--- src/rtl/irq_hub_pkg.sv ---
package irq_hub_pkg;
  localparam int REG_W   = 32;
  localparam int ADDR_W  = 7;
  localparam int ID_W    = 8;
  localparam int GIE_BIT = 31;

  localparam logic [ADDR_W-1:0] OFS_DSTAT  = 7'd0;
  localparam logic [ADDR_W-1:0] OFS_DPEND  = 7'd4;
  localparam logic [ADDR_W-1:0] OFS_DEN    = 7'd8;
  localparam logic [ADDR_W-1:0] OFS_ID     = 7'd24;
  localparam logic [ADDR_W-1:0] OFS_GIE    = 7'd28;
  localparam logic [ADDR_W-1:0] OFS_IPSTAT = 7'd32;
  localparam logic [ADDR_W-1:0] OFS_IPEN   = 7'd40;
  localparam logic [ADDR_W-1:0] OFS_RST    = 7'd64;

  localparam logic [REG_W-1:0] RST_KEY = 32'h0000_000A;
  localparam logic [ID_W-1:0]  NO_ID   = 8'd128;

  typedef enum logic [2:0] {
    SEL_NONE, SEL_DSTAT, SEL_DPEND, SEL_DEN, SEL_ID, SEL_GIE, SEL_IPSTAT, SEL_IPEN
  } rdSel_t;

  typedef struct packed {
    logic wrDevStat;
    logic wrDevEn;
    logic wrGie;
    logic wrIpStat;
    logic wrIpEn;
    logic softRst;
  } strobe_t;
endpackage

--- src/rtl/irq_hub_ctrl.sv ---
module irq_hub_ctrl
  import irq_hub_pkg::*;
(
  input  logic              clk,
  input  logic              rstN,
  input  logic              wrEn,
  input  logic [ADDR_W-1:0] addr,
  input  logic [REG_W-1:0]  wrData,
  output strobe_t           strb,
  output rdSel_t            rdSel
);
  always_comb begin
    strb  = '0;
    rdSel = SEL_NONE;
    case (addr)
      OFS_DSTAT:  begin rdSel = SEL_DSTAT;  strb.wrDevStat = wrEn; end
      OFS_DPEND:  rdSel = SEL_DPEND;
      OFS_DEN:    begin rdSel = SEL_DEN;    strb.wrDevEn   = wrEn; end
      OFS_ID:     rdSel = SEL_ID;
      OFS_GIE:    begin rdSel = SEL_GIE;    strb.wrGie     = wrEn; end
      OFS_IPSTAT: begin rdSel = SEL_IPSTAT; strb.wrIpStat  = wrEn; end
      OFS_IPEN:   begin rdSel = SEL_IPEN;   strb.wrIpEn    = wrEn; end
      OFS_RST:    strb.softRst = wrEn && (wrData == RST_KEY);
      default:    rdSel = SEL_NONE;
    endcase
  end

  // at most one register is targeted per write, none when idle
  p_one_strobe_r12: assert property (@(posedge clk) disable iff (!rstN)
    $onehot0(strb));
  p_idle_quiet_r12: assert property (@(posedge clk) disable iff (!rstN)
    !wrEn |-> (strb == '0));
endmodule

--- src/rtl/irq_hub_dp.sv ---
module irq_hub_dp
  import irq_hub_pkg::*;
#(
  parameter int DEV_W  = 32,
  parameter int NUM_IP = 8,
  parameter int IP_BIT = 1
) (
  input  logic              clk,
  input  logic              rstN,
  input  strobe_t           strb,
  input  rdSel_t            rdSel,
  input  logic [REG_W-1:0]  wrData,
  input  logic [DEV_W-1:0]  devSrc,
  input  logic [NUM_IP-1:0] ipSrc,
  output logic [REG_W-1:0]  rdData,
  output logic              irqOut
);
  localparam int IDX_W = $clog2(DEV_W);

  logic              errLatchQ, errPrevQ, gieQ, irqQ;
  logic [DEV_W-1:0]  devEnQ;
  logic [NUM_IP-1:0] ipStatQ, ipEnQ, ipPrevQ;

  logic              errRise, ipReq;
  logic [NUM_IP-1:0] ipRise;
  logic [DEV_W-1:0]  devStat, pend;
  logic [ID_W-1:0]   idVal;

  assign errRise = devSrc[0] & ~errPrevQ;
  assign ipRise  = ipSrc & ~ipPrevQ;
  assign ipReq   = |(ipStatQ & ipEnQ);

  // Device status composition: bit 0 latched, IP_BIT carries the IP summary
  for (genvar i = 0; i < DEV_W; i++) begin : g_stat
    if (i == 0) begin : g_err
      assign devStat[i] = errLatchQ;
    end else if (i == IP_BIT) begin : g_ip
      assign devStat[i] = ipReq | devSrc[i];
    end else begin : g_live
      assign devStat[i] = devSrc[i];
    end
  end

  assign pend = devStat & devEnQ;

  always_comb begin
    idVal = NO_ID;
    for (int i = DEV_W - 1; i >= 0; i--) begin
      if (pend[i]) idVal = ID_W'(i);
    end
  end

  always_ff @(posedge clk or negedge rstN) begin
    if (!rstN) begin
      errLatchQ <= 1'b0;
      errPrevQ  <= 1'b0;
      gieQ      <= 1'b0;
      irqQ      <= 1'b0;
      devEnQ    <= '0;
      ipStatQ   <= '0;
      ipEnQ     <= '0;
      ipPrevQ   <= '0;
    end else begin
      errPrevQ <= devSrc[0];
      ipPrevQ  <= ipSrc;
      irqQ     <= gieQ & (|pend);
      if (strb.softRst) begin
        errLatchQ <= 1'b0;
        gieQ      <= 1'b0;
        devEnQ    <= '0;
        ipStatQ   <= '0;
        ipEnQ     <= '0;
      end else begin
        errLatchQ <= (errLatchQ ^ (strb.wrDevStat & wrData[0])) | errRise;
        ipStatQ   <= (ipStatQ ^ ({NUM_IP{strb.wrIpStat}} & wrData[NUM_IP-1:0])) | ipRise;
        if (strb.wrDevEn) devEnQ <= wrData[DEV_W-1:0];
        if (strb.wrGie)   gieQ   <= wrData[GIE_BIT];
        if (strb.wrIpEn)  ipEnQ  <= wrData[NUM_IP-1:0];
      end
    end
  end

  always_comb begin
    case (rdSel)
      SEL_DSTAT:  rdData = REG_W'(devStat);
      SEL_DPEND:  rdData = REG_W'(pend);
      SEL_DEN:    rdData = REG_W'(devEnQ);
      SEL_ID:     rdData = REG_W'(idVal);
      SEL_GIE:    rdData = REG_W'(gieQ) << GIE_BIT;
      SEL_IPSTAT: rdData = REG_W'(ipStatQ);
      SEL_IPEN:   rdData = REG_W'(ipEnQ);
      default:    rdData = '0;
    endcase
  end

  assign irqOut = irqQ;

  // the output can only be high if the global enable was set a cycle earlier
  p_irq_gated_r10: assert property (@(posedge clk) disable iff (!rstN)
    irqOut |-> $past(gieQ));
  // a reported index always points at a set pending bit
  p_id_points_r8: assert property (@(posedge clk) disable iff (!rstN)
    (idVal != NO_ID) |-> pend[idVal[IDX_W-1:0]]);
  // a hardware rising edge always leaves its latched bit at 1
  p_hw_wins_r6: assert property (@(posedge clk) disable iff (!rstN)
    !strb.softRst |=> ((ipStatQ & $past(ipRise)) == $past(ipRise)));
  // the global enable moves only on its own write or a soft reset
  p_gie_hold_r9: assert property (@(posedge clk) disable iff (!rstN)
    (!strb.wrGie && !strb.softRst) |=> $stable(gieQ));
  // a keyed reset write leaves all enables cleared
  p_soft_rst_r11: assert property (@(posedge clk) disable iff (!rstN)
    strb.softRst |=> (devEnQ == '0 && ipEnQ == '0 && !gieQ));
endmodule

--- src/rtl/irq_hub.sv ---
module irq_hub
  import irq_hub_pkg::*;
#(
  parameter int DEV_W  = 32,
  parameter int NUM_IP = 8,
  parameter int IP_BIT = 1
) (
  input  logic              clk,
  input  logic              rstN,
  input  logic              wrEn,
  input  logic [6:0]        addr,
  input  logic [31:0]       wrData,
  output logic [31:0]       rdData,
  input  logic [DEV_W-1:0]  devSrc,
  input  logic [NUM_IP-1:0] ipSrc,
  output logic              irqOut
);
  strobe_t strb;
  rdSel_t  rdSel;

  irq_hub_ctrl u_ctrl (
    .clk(clk), .rstN(rstN), .wrEn(wrEn), .addr(addr), .wrData(wrData),
    .strb(strb), .rdSel(rdSel)
  );

  irq_hub_dp #(.DEV_W(DEV_W), .NUM_IP(NUM_IP), .IP_BIT(IP_BIT)) u_dp (
    .clk(clk), .rstN(rstN), .strb(strb), .rdSel(rdSel), .wrData(wrData),
    .devSrc(devSrc), .ipSrc(ipSrc), .rdData(rdData), .irqOut(irqOut)
  );
endmodule

--- config.mk ---
export PLATFORM = sky130hd
export DESIGN_NAME = irq_hub
export DESIGN_NICKNAME = d
export VERILOG_FILES = /design/src/rtl/irq_hub_pkg.sv /design/src/rtl/irq_hub_ctrl.sv /design/src/rtl/irq_hub_dp.sv /design/src/rtl/irq_hub.sv
export SDC_FILE = /design/constraint.sdc
export NUM_CORES = 1
export LEC_CHECK = 0
export BUFFER_PORTS_ARGS = -buffer_cell sky130_fd_sc_hd__buf_2
export CORE_ASPECT_RATIO = 0.8
export CORE_MARGIN = 10
export CORE_UTILIZATION = 40
export DETAILED_ROUTE_END_ITERATION = 8
export GPL_ROUTABILITY_DRIVEN = 0
export SLEW_MARGIN = 20
export SYNTH_ARGS = -nofsm -noshare
export SYNTH_HDL_FRONTEND = slang
export SYNTH_SLANG_ARGS = --single-unit
export TNS_END_PERCENT = 100
--- constraint.sdc ---
create_clock -name clk -period 3.3 [get_ports clk]
set_input_delay 0.66 -clock clk [delete_from_list [all_inputs] [get_ports clk]]
set_output_delay 0.66 -clock clk [all_outputs]
set_load 0.02 [all_outputs]
==> results.toml, run 1 <==
[status]
status = "finished clean"

[synthesis]
ys_seq_area_share_pct = 38.4
synth_edf_count = 0
syn_area_um2 = 3920
synthTopCellsByCount = "nand2_1 (108), dfrtp_1 (60), a21oi_1 (47), a22o_1 (27), a21o_1 (26)"
yosysMostFrequentCell = "nand2_1"
synth-seq-cells = 60
ys.warnings.count = 0
syn_area_per_cell_um2 = 8.40
synthesis.instances = 466
synthTopCellsByArea = "dfrtp_1 (38%), nand2_1 (10%), a22o_1 (6.0%)"
ys_types = 49
syn_nets = 548
yosys.area.top_type = "dfrtp_1"
yosysTopAreaCellShare_pct = 38.4
yosys_most_used_dff = "dfrtp_1"
ys_async_sr_fraction_pct = 100

[cts]
clk_path_buf_depth = 2
cts.sinks = 60
cts_root_buf = "clkbuf_16"
clk_pin_slew_ns = 0.05
clk_latency_ns = 0.33
holdBufCountCts = 0
numCtsBuffers = 9
cts_tree = "built"
cts_max_level = 3

[layout]
nets = 661
drive_above_1_share_pct = 25.6
final_area_um2 = 4880
diodes = 0
area_delta_synth_final_pct = 24.6
final-instance-count-excl-fill = 701

[global_routing]
grt_pass1_wl_um = 22500
grt_use_total_pct = 20.4
grt_overflow = 0
first_global_vias = 4131
grt_max_degree = 50
grt_antenna_before_repair = 0

[worst_setup_path]
end_kind = "output pin"
cp.required_ns = 2.64
cpMostUsedCell = "buf_2"
crit_chain = "buf_2, nor4_2, and2_1, buf_4, a21o_1, a22o_1, buf_2"
crit_slowest_cell = "nor4_2"
crit_path_start_kind = "input port"
crit_type = "input port to output pin"
crit_fanout = 20
cp.arrival_ns = 2.47
critPathMaxStageDelay_ns = 0.46
crit_buf_inv = 3
cp_top_family = "simple AND/OR/NAND/NOR gates"

[detailed_routing]
drc = 0
first_pass_iters = 7
wirelength_um = 14500
drt_iter0_markers = 499
ant_nets = 0
avgRoutedWirePerCell_um = 20.6
vias = 4170
via_per_inst = 5.95

[floorplan]
initial_core_util_pct = 40.7
core_area_um2 = 9610
pin_count = 115
die_area_um2 = 14200
die_w_um = 131
die_h_um = 108
rows = 32

[timing]
setup_tns_ns = 0
rsz0062_at_grt = "false"
slew_violations = 0
min_period_over_period_pct = 94.9
min_period_ns = 3.13
holdWs_ns = 0.305
clock_skew_ns = 0.00511
setup_viol_count_final = 0
relSlewSlack_pct = 64.9
hold_viol = 0
max_freq_ghz = 0.319
tightest_slew_ns = 0.526

[placement]
dp_cells = 684
port_buffers = 114
placed_area_um2 = 4600
dpl.hpwl_um = 10800

[pwr]
power.leakage_nw = 2.41
total_power_mw = 2.00
p_per_area_nw_per_um2 = 411
peakVddDrop_mv = 0.248

[min_path]
min_path_type = "input port to async pin"

[run]
cap_violations = 0
-- per-stage QoR --
step           worst slack, ns  utilization, %
5_1_grt                 0.0407            50.8
3_3_place_gp             0.202            47.8
4_1_cts                  0.101            50.5
6_report                 0.168            50.8
3_5_place_dp             0.112            47.8
2_1_floorplan            0.549               -
-- timing repair --
item	CTS	global route
setup buffers	0	3
gates resized for setup	0	0
endpoints found under the setup margin	0	1
-- layout make-up --
| cell class | count | area [µm²] |
|---|---|---|
| fill | 940 | 4730 |
| tap | 119 | 149 |
| inverter | 5 | 18.8 |
| multi-input combinational | 373 | 2250 |
| clock buffer | 12 | 246 |
| timing repair buffer | 130 | 703 |
| sequential | 60 | 1500 |
| clock inverter | 2 | 12.5 |
-- per-layer routing --
metal  part of all wire, %  GRT usage, %
met2                    46          30.1
met5                     0             0
met1                    43          27.8
met3                   9.9          6.70
met4                   1.1          6.02
-- logic make-up (layout without fill, tap and decap cells) --
logic type      count (synthesis)  after routing  share of synthesized area (%)
flops                          60             60                           38.4
compound gates                173            173                           30.7
buf+inv                        33            149                           4.67
xor+xnor                       10             10                           2.24
simple gates                  186            186                           23.0
mux                             4              4                           1.05
-- state kept, by name, summed over array words and instances, names as in the netlist --
name	count
u_dp.ipStatQ	8
u_dp.ipEnQ	8
u_dp.errLatchQ	1
u_dp.ipPrevQ	8
u_dp.errPrevQ	1
u_dp.gieQ	1
u_dp.devEnQ	32
u_dp.irqOut	1
-- final timing paths --
path	slack, ns	cells after the start	from	to
setup / recovery	0.17	7	addr[3]	rdData[30]
hold / removal	0.31	1	rstN	u_dp.ipStatQ[4]
setup reg to reg	1.45	5	u_dp.devEnQ[9]	u_dp.irqOut
hold reg to reg	0.50	2	u_dp.ipPrevQ[5]	u_dp.ipStatQ[5]
max in group asynchronous	2.07	2	rstN	u_dp.devEnQ[8]
min in group clk	0.44	1	ipSrc[3]	u_dp.ipPrevQ[3]
-- cells in the final DEF, fill, tap and decap left out, drive strengths merged, types with 2 or more instances in the layout --
cell type    n
o221ai       2
o21ai       23
dfrtp       60
nand4        6
a222oi       6
a32o         5
nor3         7
a211oi       3
xor2        10
nor3b        3
buf        130
nor4        12
nand2b      10
a21o        26
and2         6
a22o        27
nand3       20
a31oi        4
a21oi       47
a21boi       2
a22oi       18
nor2         4
and3         5
nand2      108
inv          5
mux2i        3
clkbuf      12
-- power breakdown --
part	leakage [nW]	switching [mW]	internal [mW]
combinational	1.53	0.197	0.133
clock	0.125	0.317	0.518
sequential	0.756	0.0539	0.785
total	2.41	0.569	1.44
(Power assumes the default switching activity.)
==> run 2, diff against run 1 <==
- HOLD_SLACK_MARGIN: default -> 0.03
- MAX_ROUTING_LAYER: default -> met4
==> results.toml, run 2 (synthesis results as in run 1) <==
[status]
status = "finished clean"

[pwr]
p_switching_uw = 566
power_frac_comb_pct = 16.5
power_frac_seq_pct = 41.9
power.leakage_nw = 2.41
swShare_pct = 28.3
p_int_mw = 1.44
power.share.clock_pct = 41.6
peakVddDrop_mv = 0.249
p_per_area_nw_per_um2 = 410

[timing]
hold_viol = 0
setup_viol_count_final = 0
rsz0062_at_grt = "false"
relSlewSlack_pct = 64.9
tightest_slew_ns = 0.527
holdWs_ns = 0.304
min_period_over_period_pct = 94.6
max_freq_ghz = 0.320
clock_skew_ns = 0.00574
setup_tns_ns = 0
min_period_ns = 3.12
setup_slack_ns = 0.177
slew_violations = 0

[detailed_routing]
via_per_inst = 5.97
avgRoutedWirePerCell_um = 20.6
drc = 0
vias = 4183
drt_iter0_markers = 516
first_pass_iters = 5
wirelength_um = 14400
ant_nets = 0

[worst_setup_path]
cp.arrival_ns = 2.46
cp.required_ns = 2.64
rr_startpoint = "u_dp.devEnQ[14]"
r2r_cells = 5
r2r_end = "u_dp.irqOut"
crit_fanout = 20
end_kind = "output pin"
crit_path_start_kind = "input port"
r2r_setup_slack_ns = 1.45
crit_type = "input port to output pin"

[layout]
layout_commonest_cell = "buf_2"
top_register = "u_dp.devEnQ"
drive_above_1_share_pct = 25.6
final_cell_mix = "buf_2 (114), nand2_1 (108), dfrtp_1 (60), a21oi_1 (47), a22o_1 (27)"
diodes = 0
area_delta_synth_final_pct = 24.6
largest_reg_flops = 32
nFillCells = 940
nets = 661

[placement]
dpl.hpwl_um = 10800
place_ws_ns = 0.112
port_buffers = 114

[cts]
cts_tree = "built"
numCtsBuffers = 9
clk_latency_ns = 0.33
clk_path_buf_depth = 2
cts.sinks = 60
cts_root_buf = "clkbuf_16"
cts_max_level = 3
clk_pin_slew_ns = 0.05

[floorplan]
die_area_um2 = 14200
pin_count = 115
initial_core_util_pct = 40.7
die_w_um = 131
core_area_um2 = 9610
rows = 32
die_h_um = 108

[global_routing]
grt_antenna_before_repair = 0
grt_overflow = 0
first_global_vias = 4140
grt_use_total_pct = 21.0
grt_max_degree = 50
grt_pass1_wl_um = 22500

[run]
cap_violations = 0

[min_path]
min_path_type = "input port to async pin"
-- run 2: worst max path at each step --
stage	slack [ns]	cells after the start	startpoint	end
floorplan	0.55	6	addr[2]	rdData[5]
detailed placement	0.11	7	addr[6]	rdData[30]
global placement	0.20	7	addr[3]	rdData[30]
finish	0.18	7	addr[3]	rdData[30]
CTS	0.10	7	addr[6]	rdData[30]
global route	0.04	7	addr[3]	rdData[30]
-- run 2: timing repair --
action / in CTS / in global routing
buffers inserted: 0 / 3
endpoints found under the setup margin: 0 / 1
hold buffers: 0 / 0
gates resized for setup: 0 / 0
-- run 2: critical path: stages --
cell and delay [ns]:
buf_2 0.20, nor4_2 0.45, and2_1 0.38, buf_4 0.33
a21o_1 0.12, a22o_1 0.14, buf_2 0.17
-- run 2: final cells by class --
| cell class | instances | area [µm²] | area share [%] |
|---|---|---|---|
| multi-input cells | 373 | 2250 | 46.0 |
| flip-flops and latches | 60 | 1500 | 30.8 |
| repair buffers | 130 | 703 | 14.4 |
| clock buffers | 12 | 246 | 5.05 |
| well taps | 119 | 149 | 3.05 |
| inverters | 5 | 18.8 | 0.385 |
| clock inverters | 2 | 12.5 | 0.257 |
-- run 2: power groups by stage --
stage               logic [mW]  clock network (mW)  registers [mW]
floorplan                0.171                   0           0.834
global placement         0.318                   0           0.847
detailed placement       0.326                   0           0.848
CTS                      0.327               0.852           0.837
global route             0.368               0.883           0.846
finish                   0.330               0.833           0.840
-- run 2: stage by stage --
step | cell area (µm²) | cells | util, % | power (mW)
2_1_floorplan | 3920 | 466 | - | 1.00
3_3_place_gp | 4600 | 684 | 47.8 | 1.17
3_5_place_dp | 4600 | 684 | 47.8 | 1.17
4_1_cts | 4850 | 698 | 50.5 | 2.02
5_1_grt | 4880 | 701 | 50.8 | 2.10
6_report | 4880 | 701 | 50.8 | 2.00
-- run 2: per-layer routing --
metal  share of wire (%)  GRT usage [%]  vias up
met4                 1.3           6.02        0
met5                   0              -        -
met3                 9.3           6.07       18
met2                  46           30.2      206
met1                  43           28.1     1998
li1                    -              -     1961
==> run 3, diff against run 2 <==
- ABC_AREA: default -> 1
==> results.toml, run 3 <==
[timing]
max_freq_ghz = 0.308
clock_skew_ns = 0.00508
holdWs_ns = 0.447
relSlewSlack_pct = 46.0
tightest_slew_ns = 0.810
min_period_ns = 3.25
setup_slack_ns = 0.0549
rsz0062_at_grt = "true"
min_period_over_period_pct = 98.3
setup_viol_count_final = 0
slew_violations = 0
hold_viol = 0

[synthesis]
ys_types = 30
yosysTopAreaCellShare_pct = 40.5
synth-seq-cells = 60
synth_fa_ha_area_share_pct = 0
yosysMostFrequentCell = "nand2_1"
synthTopCellsByArea = "dfrtp_1 (41%), nand2_1 (17%), inv_1 (7.6%)"
yosys.area_share.simple_pct = 29.1
synth_top_family_by_area = "simple AND/OR/NAND/NOR gates"
synth_edf_count = 0
syn_area_per_cell_um2 = 6.90
synthMuxAreaShare_pct = 0
yosys.area.top_type = "dfrtp_1"
syn_area_um2 = 3700
synthesis.instances = 537
synth_compound_area_share_pct = 19.7
ys_async_sr_fraction_pct = 100
yosys_most_used_dff = "dfrtp_1"
synthTopCellsByCount = "nand2_1 (172), inv_1 (75), dfrtp_1 (60), o21ai_1 (47), nor2_1 (45)"
ys_seq_area_share_pct = 40.5
ys.warnings.count = 0
yosys.area_share.xor_xnor_pct = 0
syn_nets = 619

[pwr]
power.share.clock_pct = 42.1
p_per_area_nw_per_um2 = 423
power_frac_seq_pct = 40.4
total_power_mw = 2.08
power_frac_comb_pct = 17.5
peakVddDrop_mv = 0.248
power.leakage_nw = 2.55
p_int_mw = 1.45
p_switching_uw = 632
swShare_pct = 30.4

[layout]
layout_commonest_cell = "nand2_1"
diodes = 0
largest_reg_flops = 32
final-instance-count-excl-fill = 792
nets = 754
area_delta_synth_final_pct = 32.7
top_register = "u_dp.devEnQ"
final_cell_mix = "nand2_1 (170), buf_2 (111), inv_1 (74), dfrtp_1 (60), o21ai_1 (47)"
drive_above_1_share_pct = 28.2

[detailed_routing]
first_pass_iters = 5
avgRoutedWirePerCell_um = 16.8
wirelength_um = 13300
via_per_inst = 5.32
drt_iter0_markers = 361
drc = 0
ant_nets = 0
vias = 4214

[run]
cap_violations = 0

[worst_setup_path]
cp.arrival_ns = 2.59
crit_start = "devSrc[31]"
end_kind = "output pin"
r2r_setup_slack_ns = 1.28
rr_startpoint = "u_dp.ipStatQ[4]"
crit_type = "input port to output pin"
cp.required_ns = 2.64
crit_slowest_cell = "buf_6"
cp_top_family = "simple AND/OR/NAND/NOR gates"
crit_fanout = 2
r2r_cells = 10
r2r_end = "u_dp.irqOut"
crit_path_start_kind = "input port"
crit_buf_inv = 3
critPathMaxStageDelay_ns = 0.14
cpMostUsedCell = "nand2_1"

[placement]
port_buffers = 114
place_ws_ns = 0.0114
dp_cells = 774
dpl.hpwl_um = 10200

[global_routing]
grt_max_degree = 61
first_global_vias = 4219
grt_antenna_before_repair = 0
grt_overflow = 0
grt_use_total_pct = 20.0
grt_pass1_wl_um = 21600

[floorplan]
pin_count = 115
rows = 31
core_area_um2 = 9040
die_h_um = 106
die_area_um2 = 13500
die_w_um = 128
initial_core_util_pct = 41.0

[min_path]
hold_end = "u_dp.ipPrevQ[6]"
min_path_cells = 1
holdCritStartpoint = "ipSrc[6]"
min_path_type = "input port to register"

[status]
status = "finished clean"

[cts]
numCtsBuffers = 9
clk_latency_ns = 0.33
cts_root_buf = "clkbuf_16"
clk_pin_slew_ns = 0.06
holdBufCountCts = 0
cts.sinks = 60
cts_max_level = 3
cts_tree = "built"
clk_path_buf_depth = 2
run 3: cells by family (layout without fill, tap and decap cells):
| family | Yosys count | after routing |
|---|---|---|
| AOI/OAI and AO/OA | 113 | 113 |
| DFF | 60 | 60 |
| buffers and inverters | 103 | 243 |
| and+or+nand+nor | 261 | 261 |
run 3: area by class of cell:
class	instances	area, µm²
clock buffer	9	225
clock inverter	7	53.8
fill	922	4120
inverter	90	338
multi-input combinational	374	1880
sequential	60	1500
tap	115	144
timing repair buffer	137	774
run 3: what timing repair did:
action | 4_1_cts | 5_1_grt
resized for setup | 1 | 19
buffers inserted | 0 | 2
pin swaps | 0 | 5
gates cloned | 0 | 0
setup endpoints to repair | 1 | 18
run 3: metal layers:
metal  track usage, %  wire length, µm
met2             28.8             5830
met4             4.41              121
met5                -                0
met1             27.6             6200
met3             4.97             1160
run 3: how the worst max path moves through the flow:
stage                       endpoint  slack, ns  cells after the start
after floorplan           rdData[10]       0.27                     11
final                      rdData[0]       0.05                     36
after global placement     rdData[0]       0.03                     36
after detailed placement   rdData[0]       0.01                     36
after CTS                  rdData[3]     0.0006                     11
after global routing       rdData[0]      -0.27                     36
run 3: power groups by stage:
stage | clock network [mW] | logic, mW | registers [mW]
4_1_cts | 0.888 | 0.350 | 0.837
3_5_place_dp | 0 | 0.348 | 0.849
6_report | 0.875 | 0.364 | 0.839
5_1_grt | 0.928 | 0.415 | 0.846
3_3_place_gp | 0 | 0.341 | 0.848
2_1_floorplan | 0 | 0.196 | 0.843
run 3: stage by stage:
stage          utilization, %  TNS (ns)  area (µm²)
5_1_grt                  54.4    -0.306        4910
3_5_place_dp             50.1         0        4530
6_report                 54.4         0        4910
2_1_floorplan               -         0        3700
3_3_place_gp             50.1         0        4530
4_1_cts                  53.3         0        4820
